===== src/rtl/sar_pkg.sv =====
package sar_pkg;

    typedef enum logic [1:0] {
        ST_IDLE   = 2'd0,
        ST_SETTLE = 2'd1,
        ST_DECIDE = 2'd2,
        ST_LATCH  = 2'd3
    } sar_state_t;

endpackage


===== src/rtl/sar_seq.sv =====
module sar_seq
    import sar_pkg::*;
(
    input  logic       clk,
    input  logic       rst_n,
    input  logic       start,
    input  logic       hold,
    input  logic       last_bit,
    output sar_state_t state,
    output logic       busy_n,
    output logic       decide_en,
    output logic       latch_en
);

    sar_state_t state_q;
    sar_state_t state_d;

    // state register
    always_ff @(posedge clk or negedge rst_n) begin
        if (!rst_n) state_q <= ST_IDLE;
        else        state_q <= state_d;
    end

    // transitions: start, held, last, done
    always_comb begin
        state_d = state_q;
        unique case (state_q)
            ST_IDLE:   if (start)    state_d = ST_SETTLE;
            ST_SETTLE: if (hold)     state_d = ST_DECIDE;
            ST_DECIDE: if (last_bit) state_d = ST_LATCH;
            ST_LATCH:                state_d = ST_IDLE;
            default:                 state_d = ST_IDLE;
        endcase
    end

    // outputs
    always_comb begin
        busy_n    = 1'b0;
        decide_en = 1'b0;
        latch_en  = 1'b0;
        unique case (state_q)
            ST_IDLE:   busy_n    = 1'b1;
            ST_SETTLE: ;
            ST_DECIDE: decide_en = 1'b1;
            ST_LATCH:  latch_en  = 1'b1;
            default:   busy_n    = 1'b1;
        endcase
    end

    assign state = state_q;


    no_early_exit_chk: assert property (@(posedge clk) disable iff (!rst_n)
        (state_q == ST_SETTLE || state_q == ST_DECIDE) |=> (state_q != ST_IDLE));

endmodule


===== src/rtl/sar_shift.sv =====
module sar_shift #(
    parameter int WIDTH = 8
) (
    input  logic             clk,
    input  logic             rst_n,
    input  logic             decide_en,
    input  logic             reload,
    input  logic             cmp_hi,
    output logic [WIDTH-1:0] code,
    output logic             last_bit
);

    localparam int IDX_W = (WIDTH > 1) ? $clog2(WIDTH) : 1;
    localparam logic [WIDTH-1:0] MID_CODE = {1'b1, {(WIDTH-1){1'b0}}};
    localparam logic [IDX_W-1:0] TOP_IDX  = IDX_W'(WIDTH - 1);

    logic [WIDTH-1:0] code_q;
    logic [WIDTH-1:0] code_d;
    logic [IDX_W-1:0] idx_q;

    // decision on the current trial bit, next lower bit becomes the trial
    always_comb begin
        code_d = code_q;
        for (int b = 0; b < WIDTH; b++) begin
            if (b == int'(idx_q))          code_d[b] = cmp_hi;
            else if (b + 1 == int'(idx_q)) code_d[b] = 1'b1;
        end
    end

    always_ff @(posedge clk or negedge rst_n) begin
        if (!rst_n) begin
            code_q <= MID_CODE;
            idx_q  <= TOP_IDX;
        end else if (reload) begin
            code_q <= MID_CODE;
            idx_q  <= TOP_IDX;
        end else if (decide_en) begin
            code_q <= code_d;
            if (idx_q != '0) idx_q <= idx_q - 1'b1;
        end
    end

    assign code     = code_q;
    assign last_bit = (idx_q == '0);


    trial_bit_set_chk: assert property (@(posedge clk) disable iff (!rst_n)
        decide_en |-> code_q[idx_q]);


    mid_after_reload_chk: assert property (@(posedge clk) disable iff (!rst_n)
        reload |=> (code_q == MID_CODE));

endmodule


===== src/rtl/sar_track_hold.sv =====
module sar_track_hold #(
    parameter int HOLD_EDGES = 3
) (
    input  logic clk,
    input  logic rst_n,
    input  logic active,
    output logic hold
);

    localparam int CNT_W = $clog2(HOLD_EDGES + 1);

    logic [CNT_W-1:0] cnt_q;
    logic             hold_q;

    // counts falling edges from the start of a conversion
    always_ff @(negedge clk or negedge rst_n) begin
        if (!rst_n) begin
            cnt_q  <= '0;
            hold_q <= 1'b0;
        end else if (!active) begin
            cnt_q  <= '0;
            hold_q <= 1'b0;
        end else if (!hold_q) begin
            cnt_q <= cnt_q + 1'b1;
            if (cnt_q == CNT_W'(HOLD_EDGES - 1)) hold_q <= 1'b1;
        end
    end

    assign hold = hold_q;

endmodule


===== src/rtl/sar_bus_ctrl.sv =====
module sar_bus_ctrl
    import sar_pkg::*;
#(
    parameter int WIDTH      = 8,
    parameter int HOLD_EDGES = 3
) (
    input  logic             clk,
    input  logic             rst_n,
    input  logic             mode_rom,
    input  logic             cs_n,
    input  logic             rd_n,
    input  logic             cmp_hi,
    output logic [WIDTH-1:0] dac_code,
    output logic             th_hold,
    output logic             busy_n,
    output logic [WIDTH-1:0] data_out,
    output logic             data_oe
);

    sar_state_t       state;
    logic             rd_act;
    logic             rd_act_q;
    logic             start;
    logic             decide_en;
    logic             latch_en;
    logic             last_bit;
    logic [WIDTH-1:0] code;
    logic [WIDTH-1:0] data_q;

    assign rd_act = ~cs_n & ~rd_n;

    always_ff @(posedge clk or negedge rst_n) begin
        if (!rst_n) rd_act_q <= 1'b0;
        else        rd_act_q <= rd_act;
    end

    // a new read edge while idle starts a conversion
    assign start = rd_act & ~rd_act_q & busy_n;

    sar_seq u_seq (
        .clk      (clk),
        .rst_n    (rst_n),
        .start    (start),
        .hold     (th_hold),
        .last_bit (last_bit),
        .state    (state),
        .busy_n   (busy_n),
        .decide_en(decide_en),
        .latch_en (latch_en)
    );

    sar_shift #(.WIDTH(WIDTH)) u_shift (
        .clk      (clk),
        .rst_n    (rst_n),
        .decide_en(decide_en),
        .reload   (latch_en),
        .cmp_hi   (cmp_hi),
        .code     (code),
        .last_bit (last_bit)
    );

    sar_track_hold #(.HOLD_EDGES(HOLD_EDGES)) u_th (
        .clk   (clk),
        .rst_n (rst_n),
        .active(~busy_n),
        .hold  (th_hold)
    );

    always_ff @(posedge clk or negedge rst_n) begin
        if (!rst_n)        data_q <= '0;
        else if (latch_en) data_q <= code;
    end

    assign dac_code = code;
    assign data_out = data_q;
    assign data_oe  = rd_act & (mode_rom | busy_n);


    latch_on_done_chk: assert property (@(posedge clk) disable iff (!rst_n)
        $rose(busy_n) |-> (data_q == $past(code)));


    hold_in_decide_chk: assert property (@(posedge clk) disable iff (!rst_n)
        (state == ST_DECIDE) |-> th_hold);


    start_drops_busy_chk: assert property (@(posedge clk) disable iff (!rst_n)
        start |=> !busy_n);

endmodule


===== config.mk =====
export PLATFORM = sky130hd
export DESIGN_NAME = sar_bus_ctrl
export DESIGN_NICKNAME = d
export VERILOG_FILES = /design/src/rtl/sar_pkg.sv /design/src/rtl/sar_seq.sv /design/src/rtl/sar_shift.sv /design/src/rtl/sar_track_hold.sv /design/src/rtl/sar_bus_ctrl.sv
export SDC_FILE = /design/constraint.sdc
export NUM_CORES = 1
export LEC_CHECK = 0
export ABC_AREA = 1
export BUFFER_PORTS_ARGS = -buffer_cell sky130_fd_sc_hd__buf_2
export CAP_MARGIN = 20
export CORE_MARGIN = 1
export CORE_UTILIZATION = 60
export CTS_BUF_LIST = sky130_fd_sc_hd__clkbuf_8
export CTS_CLUSTER_SIZE = 20
export DETAILED_ROUTE_END_ITERATION = 16
export PLACE_DENSITY = 0.95
export SYNTH_ARGS = -nofsm -noshare
export SYNTH_HDL_FRONTEND = slang
export SYNTH_SLANG_ARGS = --single-unit

===== constraint.sdc =====
create_clock -name clk -period 2.4 [get_ports clk]
set_clock_uncertainty 0.1 [all_clocks]
set_input_delay 0.24 -clock clk [delete_from_list [all_inputs] [get_ports clk]]
set_output_delay 0.24 -clock clk [all_outputs]
set_load 0.02 [all_outputs]

==> impl_metrics.env, run 1 <==
export IMPL_outcome="finished, violations left"
export IMPL_violations="negative setup slack"
export IMPL_critPathMaxFanout=2
export IMPL_worst_setup_path_end_kind="output port"
export IMPL_cts_root_buf="clkbuf_8"
export IMPL_firstDrtPassIters=6
export IMPL_grt_pass1_wl_um=5395
export IMPL_dpl_hpwl_um=2294
export IMPL_cp_num_buf_inv=1
export IMPL_tritoncts_num_sinks=25
export IMPL_rsz0062_at_grt="yes"
export IMPL_synth_seq_cells=25
export IMPL_grt_use_total_pct=28.69
export IMPL_ant_nets=0
export IMPL_crit_end="th_hold"
export IMPL_clk_latency_ns=0.27
export IMPL_vias=1282
export IMPL_regToRegSetupSlack_ns=0.04
export IMPL_initial_utilization_pct=66.24
export IMPL_nets=219
export IMPL_io_pins=25
export IMPL_hold_viol=0
export IMPL_final_cell_mix="68 x nand2_1, 23 x buf_2, 18 x dfrtp_1, 14 x inv_1, 12 x o21ai_0"
export IMPL_path_depth=1
export IMPL_muxShareOfSynthArea_pct=0
export IMPL_startpoint="u_th.hold$_DFF_NN0_"
export IMPL_antenna_cells=0
export IMPL_synthAdderAreaFrac_pct=10.18
export IMPL_power_density_mw_per_mm2=1609
export IMPL_syn_mean_instance_area_um2=8.003
export IMPL_ys_top_cells_by_area="dfrtp_1 33%, nand2_1 19%, ha_1 10%"
export IMPL_vias_per_cell=5.623
export IMPL_drive_gt1_share_pct=27.36
export IMPL_slew_headroom_pct=71.84
export IMPL_reg2reg_depth=6
export IMPL_fp_row_count=16
export IMPL_worstMarginPinSlew_ns=0.4223
export IMPL_dp_cells=221
export IMPL_critPathKind="register to output port"
export IMPL_cts_buffers_inserted=3
export IMPL_place_gp_congestion=0.8050
export IMPL_antenna_found_initial=0
export IMPL_vdd_ir_drop_worst_uv=929.3
export IMPL_syn_inst=169
export IMPL_synth_top_family_by_area="simple AND/OR/NAND/NOR gates"
export IMPL_cp_cell_sequence="buf_4"
export IMPL_grt_pass1_vias=1249
export IMPL_synth_nets=186
export IMPL_first_iter_violations=52
export IMPL_hold_ws_ns=0.06682
export IMPL_layout_cells_non_filler=228
export IMPL_dieWidth_um=49.48
export IMPL_setup_viol=1
export IMPL_drt_wl_total_um=3373
export IMPL_cp_start_kind="register"
export IMPL_drv_cap=0
export IMPL_final_max_slew_violation_count=0
export IMPL_synth_xor_area_share_pct=0
export IMPL_drt_wirelength_per_cell_um=14.79
export IMPL_worstReg2RegEnd="u_seq.state[0]$_DFFE_PN0P_"
export IMPL_critical_path_top_delay_family="flip-flops"
export IMPL_max_stage_delay_ns=0.44
export IMPL_clock_path_buffers=2
export IMPL_grt_max_degree=19
export IMPL_synth_compound_area_share_pct=7.956
export IMPL_yosys_cell_types_count=19
export IMPL_synth_top_area_share_pct=33.30
export IMPL_grt_ovfl_total=0
export IMPL_drcViolationCount=0
export IMPL_leakagePower_uw=0.0009272
export IMPL_cts_tree="built"
export IMPL_die_area_mm2=0.002448
export IMPL_worstReg2RegStart="u_th.hold$_DFF_NN0_"
export IMPL_syn_area_mm2=0.001353
export IMPL_min_path_type="input port to register"
export IMPL_cp_required_ns=2.06
export IMPL_synthSimpleGateAreaFrac_pct=28.58
export IMPL_synth_top_area_cell="dfrtp_1"
export IMPL_ys_seq_area_share_pct=46.62
export IMPL_cp_arrival_ns=2.07
export IMPL_cpMaxStageDelayCell="dfrtn_1"
export IMPL_clk_pin_slew_ns=0.08
export IMPL_htree_levels=1
export IMPL_final_common_cell="nand2_1"
export IMPL_yosys_warnings=0
export IMPL_total_power_uw=2616
export IMPL_coreArea_mm2=0.002042
export IMPL_port_buffers=24
export IMPL_synthToLayoutAreaGrowth_pct=20.26
export IMPL_fin_ws_ns=-0.006757
export IMPL_dieHeight_um=49.48
## per-stage QoR
| stage | setup TNS, ns | util [%] | worst slack, ns | instance area [um^2] |
|---|---|---|---|---|
| after CTS | 0 | 78.06 | 0.01546 | 1594 |
| after global routing | -0.06358 | 79.66 | -0.03086 | 1627 |
| final | -0.006757 | 79.66 | -0.006757 | 1627 |
| after global placement | 0 | 74.75 | 0.1089 | 1526 |
| after detailed placement | 0 | 74.75 | 0.003002 | 1526 |
| after floorplan | 0 | - | 0.007198 | 1365 |
## worst register-to-register path, delay by kind of cell (launching register included)
kind / cells / cell delay, ns
DFF: 1 / 0.44
and+or+nand+nor: 4 / 0.24
AOI/OAI and AO/OA: 1 / 0.14
buffers and inverters: 1 / 0.12
## registers in the layout, indices dropped and copies added, names as in the netlist
register,cells
data_out,8
u_shift.code,8
u_shift.idx_q,3
u_seq.state,2
u_th.cnt_q,2
rd_act_q,1
u_th.hold,1
## power breakdown
group	internal (uW)	total, uW	leakage, uW	switching [uW]
sequential	664	801	0.000297	138
clock	114	240	0.0000269	126
combinational	533	1580	0.000603	1040
total	1310	2620	0.000927	1310
## cell usage after synthesis
cell and instances:
nand2_1 69, dfrtp_1 18, inv_1 16, o21ai_0 13, ha_1 11, nand3_1 11
nor2_1 7, dfstp_2 4, inv_2 4, dfrtn_1 3, nand2_4 3, buf_4 2
nand2_2 2, a21oi_1 1, a21oi_2 1, o21a_1 1, o21ai_1 1, o21ai_2 1
o31ai_1 1
## timing repair
| action | in CTS | in global routing |
|---|---|---|
| setup buffers | 1 | 1 |
| hold buffers | 1 | 0 |
| endpoints found under the setup margin | 2 | 3 |
| cloned | 0 | 0 |
| gates resized for setup | 2 | 8 |
| endpoints found under the hold margin | 6 | 0 |
| pin swaps | 0 | 1 |
## cell families after synthesis
logic type | count (synthesis)
AND/OR/NAND/NOR | 92
flip-flops | 25
buffers and inverters | 22
AO/OA/AOI/OAI | 19
adder cells (fa/ha/maj) | 11
## layout make-up
| class | instances | area, um^2 |
|---|---|---|
| multi-input cells | 122 | 663.1 |
| flip-flops and latches | 25 | 630.6 |
| fillers | 124 | 415.4 |
| repair buffers | 30 | 173.9 |
| inverters | 20 | 80.08 |
| clock buffers | 3 | 41.29 |
| well taps | 27 | 33.78 |
| clock inverters | 1 | 3.754 |
## worst min path at each step
| stage | start | slack [ns] | cells after the start | to |
|---|---|---|---|---|
| detailed placement | rst_n | 0.01 | 1 | u_seq.state[0]$_DFFE_PN0P_ |
| global placement | rst_n | 0.006 | 1 | rd_act_q$_DFF_PN0_ |
| floorplan | rst_n | -0.16 | 0 | data_out[0]$_DFFE_PN0N_ |
| CTS | cs_n | 0.07 | 2 | rd_act_q$_DFF_PN0_ |
| global route | cs_n | 0.08 | 2 | rd_act_q$_DFF_PN0_ |
| finish | cs_n | 0.07 | 2 | rd_act_q$_DFF_PN0_ |
## metal layers
layer  track usage, %  wire length (um)
met1            35.77              1317
met3            2.160               197
met5                0                 0
met2            52.74              1778
met4            8.571                79
Note: power is estimated with default switching activity, not from simulation.
==> run 2: changes to the inputs <==
--- a/config.mk
+++ b/config.mk
@@ -14,6 +14,7 @@
 export CTS_CLUSTER_SIZE = 20
 export DETAILED_ROUTE_END_ITERATION = 16
 export PLACE_DENSITY = 0.95
+export REMOVE_ABC_BUFFERS = 1
 export SYNTH_ARGS = -nofsm -noshare
 export SYNTH_HDL_FRONTEND = slang
 export SYNTH_SLANG_ARGS = --single-unit
==> run 2 against run 1 <==
- the run still ends with negative setup slack left
- routed wire length increased by 0.95%
- combinational power increased by 4%
- critical path type unchanged
- worst setup slack got worse by 0.0063 ns
- core utilization increased by 1.3 points
- non-clock buffer count increased by 6
- clock power about the same
- critical path depth unchanged
- worst hold slack got worse by 0.018 ns
- die area unchanged
- sequential cell count unchanged
==> impl_metrics.env, run 2 (synthesis gave the netlist of run 1 again) <==
export IMPL_grt_max_degree=19
export IMPL_ant_nets=0
export IMPL_grt_use_total_pct=27.16
export IMPL_synthToLayoutAreaGrowth_pct=22.29
export IMPL_grt_busiest_layer="met2"
export IMPL_layout_cells_non_filler=234
export IMPL_port_buffers=24
export IMPL_rsz0062_at_grt="yes"
export IMPL_min_path_type="input port to register"
export IMPL_vias_per_cell=5.697
export IMPL_gr_usage_met1_pct=32.17
export IMPL_dp_cells=222
export IMPL_regArea_um2=630.6
export IMPL_die_area_mm2=0.002448
export IMPL_drv_cap=0
export IMPL_min_to="rd_act_q$_DFF_PN0_"
export IMPL_power_density_mw_per_mm2=1622
export IMPL_worstReg2RegStart="u_seq.state[0]$_DFFE_PN0P_"
export IMPL_cts_buffers_inserted=3
export IMPL_initial_utilization_pct=66.24
export IMPL_setup_tns_ns=-0.01302
export IMPL_hold_viol=0
export IMPL_drt_wl_total_um=3405
export IMPL_setup_viol=1
export IMPL_min_from="rd_n"
export IMPL_fin_ws_ns=-0.01302
export IMPL_vias=1333
export IMPL_max_stage_delay_ns=0.44
export IMPL_use_met2_pct=51.14
export IMPL_worstReg2RegEnd="u_th.hold$_DFF_NN0_"
export IMPL_final_cell_mix="68 x nand2_1, 23 x buf_2, 18 x dfrtp_1, 13 x inv_1, 12 x o21ai_0"
export IMPL_io_pins=25
export IMPL_grt_pass1_vias=1241
export IMPL_hold_ws_ns=0.04856
export IMPL_fill_cells=105
export IMPL_antenna_cells=0
export IMPL_critPathKind="register to output port"
export IMPL_leakagePower_uw=0.0009451
export IMPL_cpMaxStageDelayCell="dfrtn_1"
export IMPL_dieWidth_um=49.48
export IMPL_drive_gt1_share_pct=28.99
export IMPL_place_gp_congestion=0.8404
export IMPL_cts_root_buf="clkbuf_8"
export IMPL_final_common_cell="nand2_1"
export IMPL_worst_setup_path_end_kind="output port"
export IMPL_tritoncts_num_sinks=25
export IMPL_post_route_util_pct=81.00
export IMPL_firstDrtPassIters=4
export IMPL_htree_levels=1
export IMPL_regToRegSetupSlack_ns=0.02
export IMPL_dieHeight_um=49.48
export IMPL_final_max_slew_violation_count=0
export IMPL_drcViolationCount=0
export IMPL_slew_headroom_pct=73.07
export IMPL_vdd_ir_drop_worst_uv=872.7
export IMPL_clock_path_buffers=2
export IMPL_critPathMaxFanout=2
export IMPL_cp_arrival_ns=2.07
export IMPL_fp_row_count=16
export IMPL_grt_use_met3_pct=2.160
export IMPL_critical_path_top_delay_family="flip-flops"
export IMPL_worstMarginPinSlew_ns=0.4040
export IMPL_cp_cell_sequence="buf_4"
export IMPL_cp_start_kind="register"
export IMPL_grt_ovfl_total=0
export IMPL_cts_tree="built"
export IMPL_cp_num_buf_inv=1
export IMPL_cp_required_ns=2.06
export IMPL_nets=225
export IMPL_drt_wirelength_per_cell_um=14.55
export IMPL_first_iter_violations=89
export IMPL_multi_input_area_um2=649.4
export IMPL_reg2reg_depth=6
export IMPL_outcome="finished, violations left"
export IMPL_grt_pass1_wl_um=5112
export IMPL_violations="negative setup slack"
export IMPL_clk_pin_slew_ns=0.08
export IMPL_dpl_hpwl_um=2170
export IMPL_antenna_found_initial=0
export IMPL_post_place_ws_ns=-0.08368
export IMPL_hold_depth=2
export IMPL_clk_latency_ns=0.27
export IMPL_coreArea_mm2=0.002042
[run 2: what timing repair did]
item,in CTS,in global routing
pin swaps,0,2
hold buffers,1,0
endpoints found under the hold margin,6,0
gates resized for setup,4,6
buffers inserted,4,3
setup endpoints to repair,2,4
[run 2: layout make-up]
class	count	area share, %
multi-input combinational	122	39.26
timing repair buffer	36	13.24
sequential	25	38.12
tap	27	2.042
clock inverter	1	0.3026
inverter	20	4.539
clock buffer	3	2.496
[run 2: per-stage QoR]
stage	power, uW	cell area, um^2
6_report	2684	1654
5_1_grt	2865	1654
4_1_cts	2526	1615
3_5_place_dp	2211	1521
3_3_place_gp	2106	1521
2_1_floorplan	1786	1338
[run 2: worst max-delay path by stage]
stage                                           from                          to  slack, ns  cells after the start
after floorplan           u_seq.state[0]$_DFFE_PN0P_   u_th.cnt_q[0]$_DFFE_NN0P_      -0.18                      6
after global placement    u_seq.state[0]$_DFFE_PN0P_   u_th.cnt_q[0]$_DFFE_NN0P_       0.04                      6
after detailed placement  u_seq.state[1]$_DFFE_PN0P_   u_th.cnt_q[0]$_DFFE_NN0P_      -0.08                      6
after CTS                 u_seq.state[1]$_DFFE_PN0P_         u_th.hold$_DFF_NN0_      0.005                      6
after global routing             u_th.hold$_DFF_NN0_  u_seq.state[0]$_DFFE_PN0P_      -0.03                      6
final                            u_th.hold$_DFF_NN0_                     th_hold      -0.01                      1
[run 2: metal layers]
layer  part of all wire (%)  wire length, um
met1                     41             1383
met2                     49             1669
met3                    6.0              204
met4                    4.4              149
met5                      0                0
[run 2: where the power goes]
group / internal (uW) / switching [uW]
Sequential: 663 / 134
Combinational: 589 / 1050
Clock: 116 / 127
[run 2: worst register-to-register path, cell delays in order (launching register included)]
cell     delay (ns)
dfrtp_1        0.41
inv_2          0.10
ha_4           0.15
inv_2          0.06
buf_4          0.13
nand2_1        0.05
nand2_1        0.05
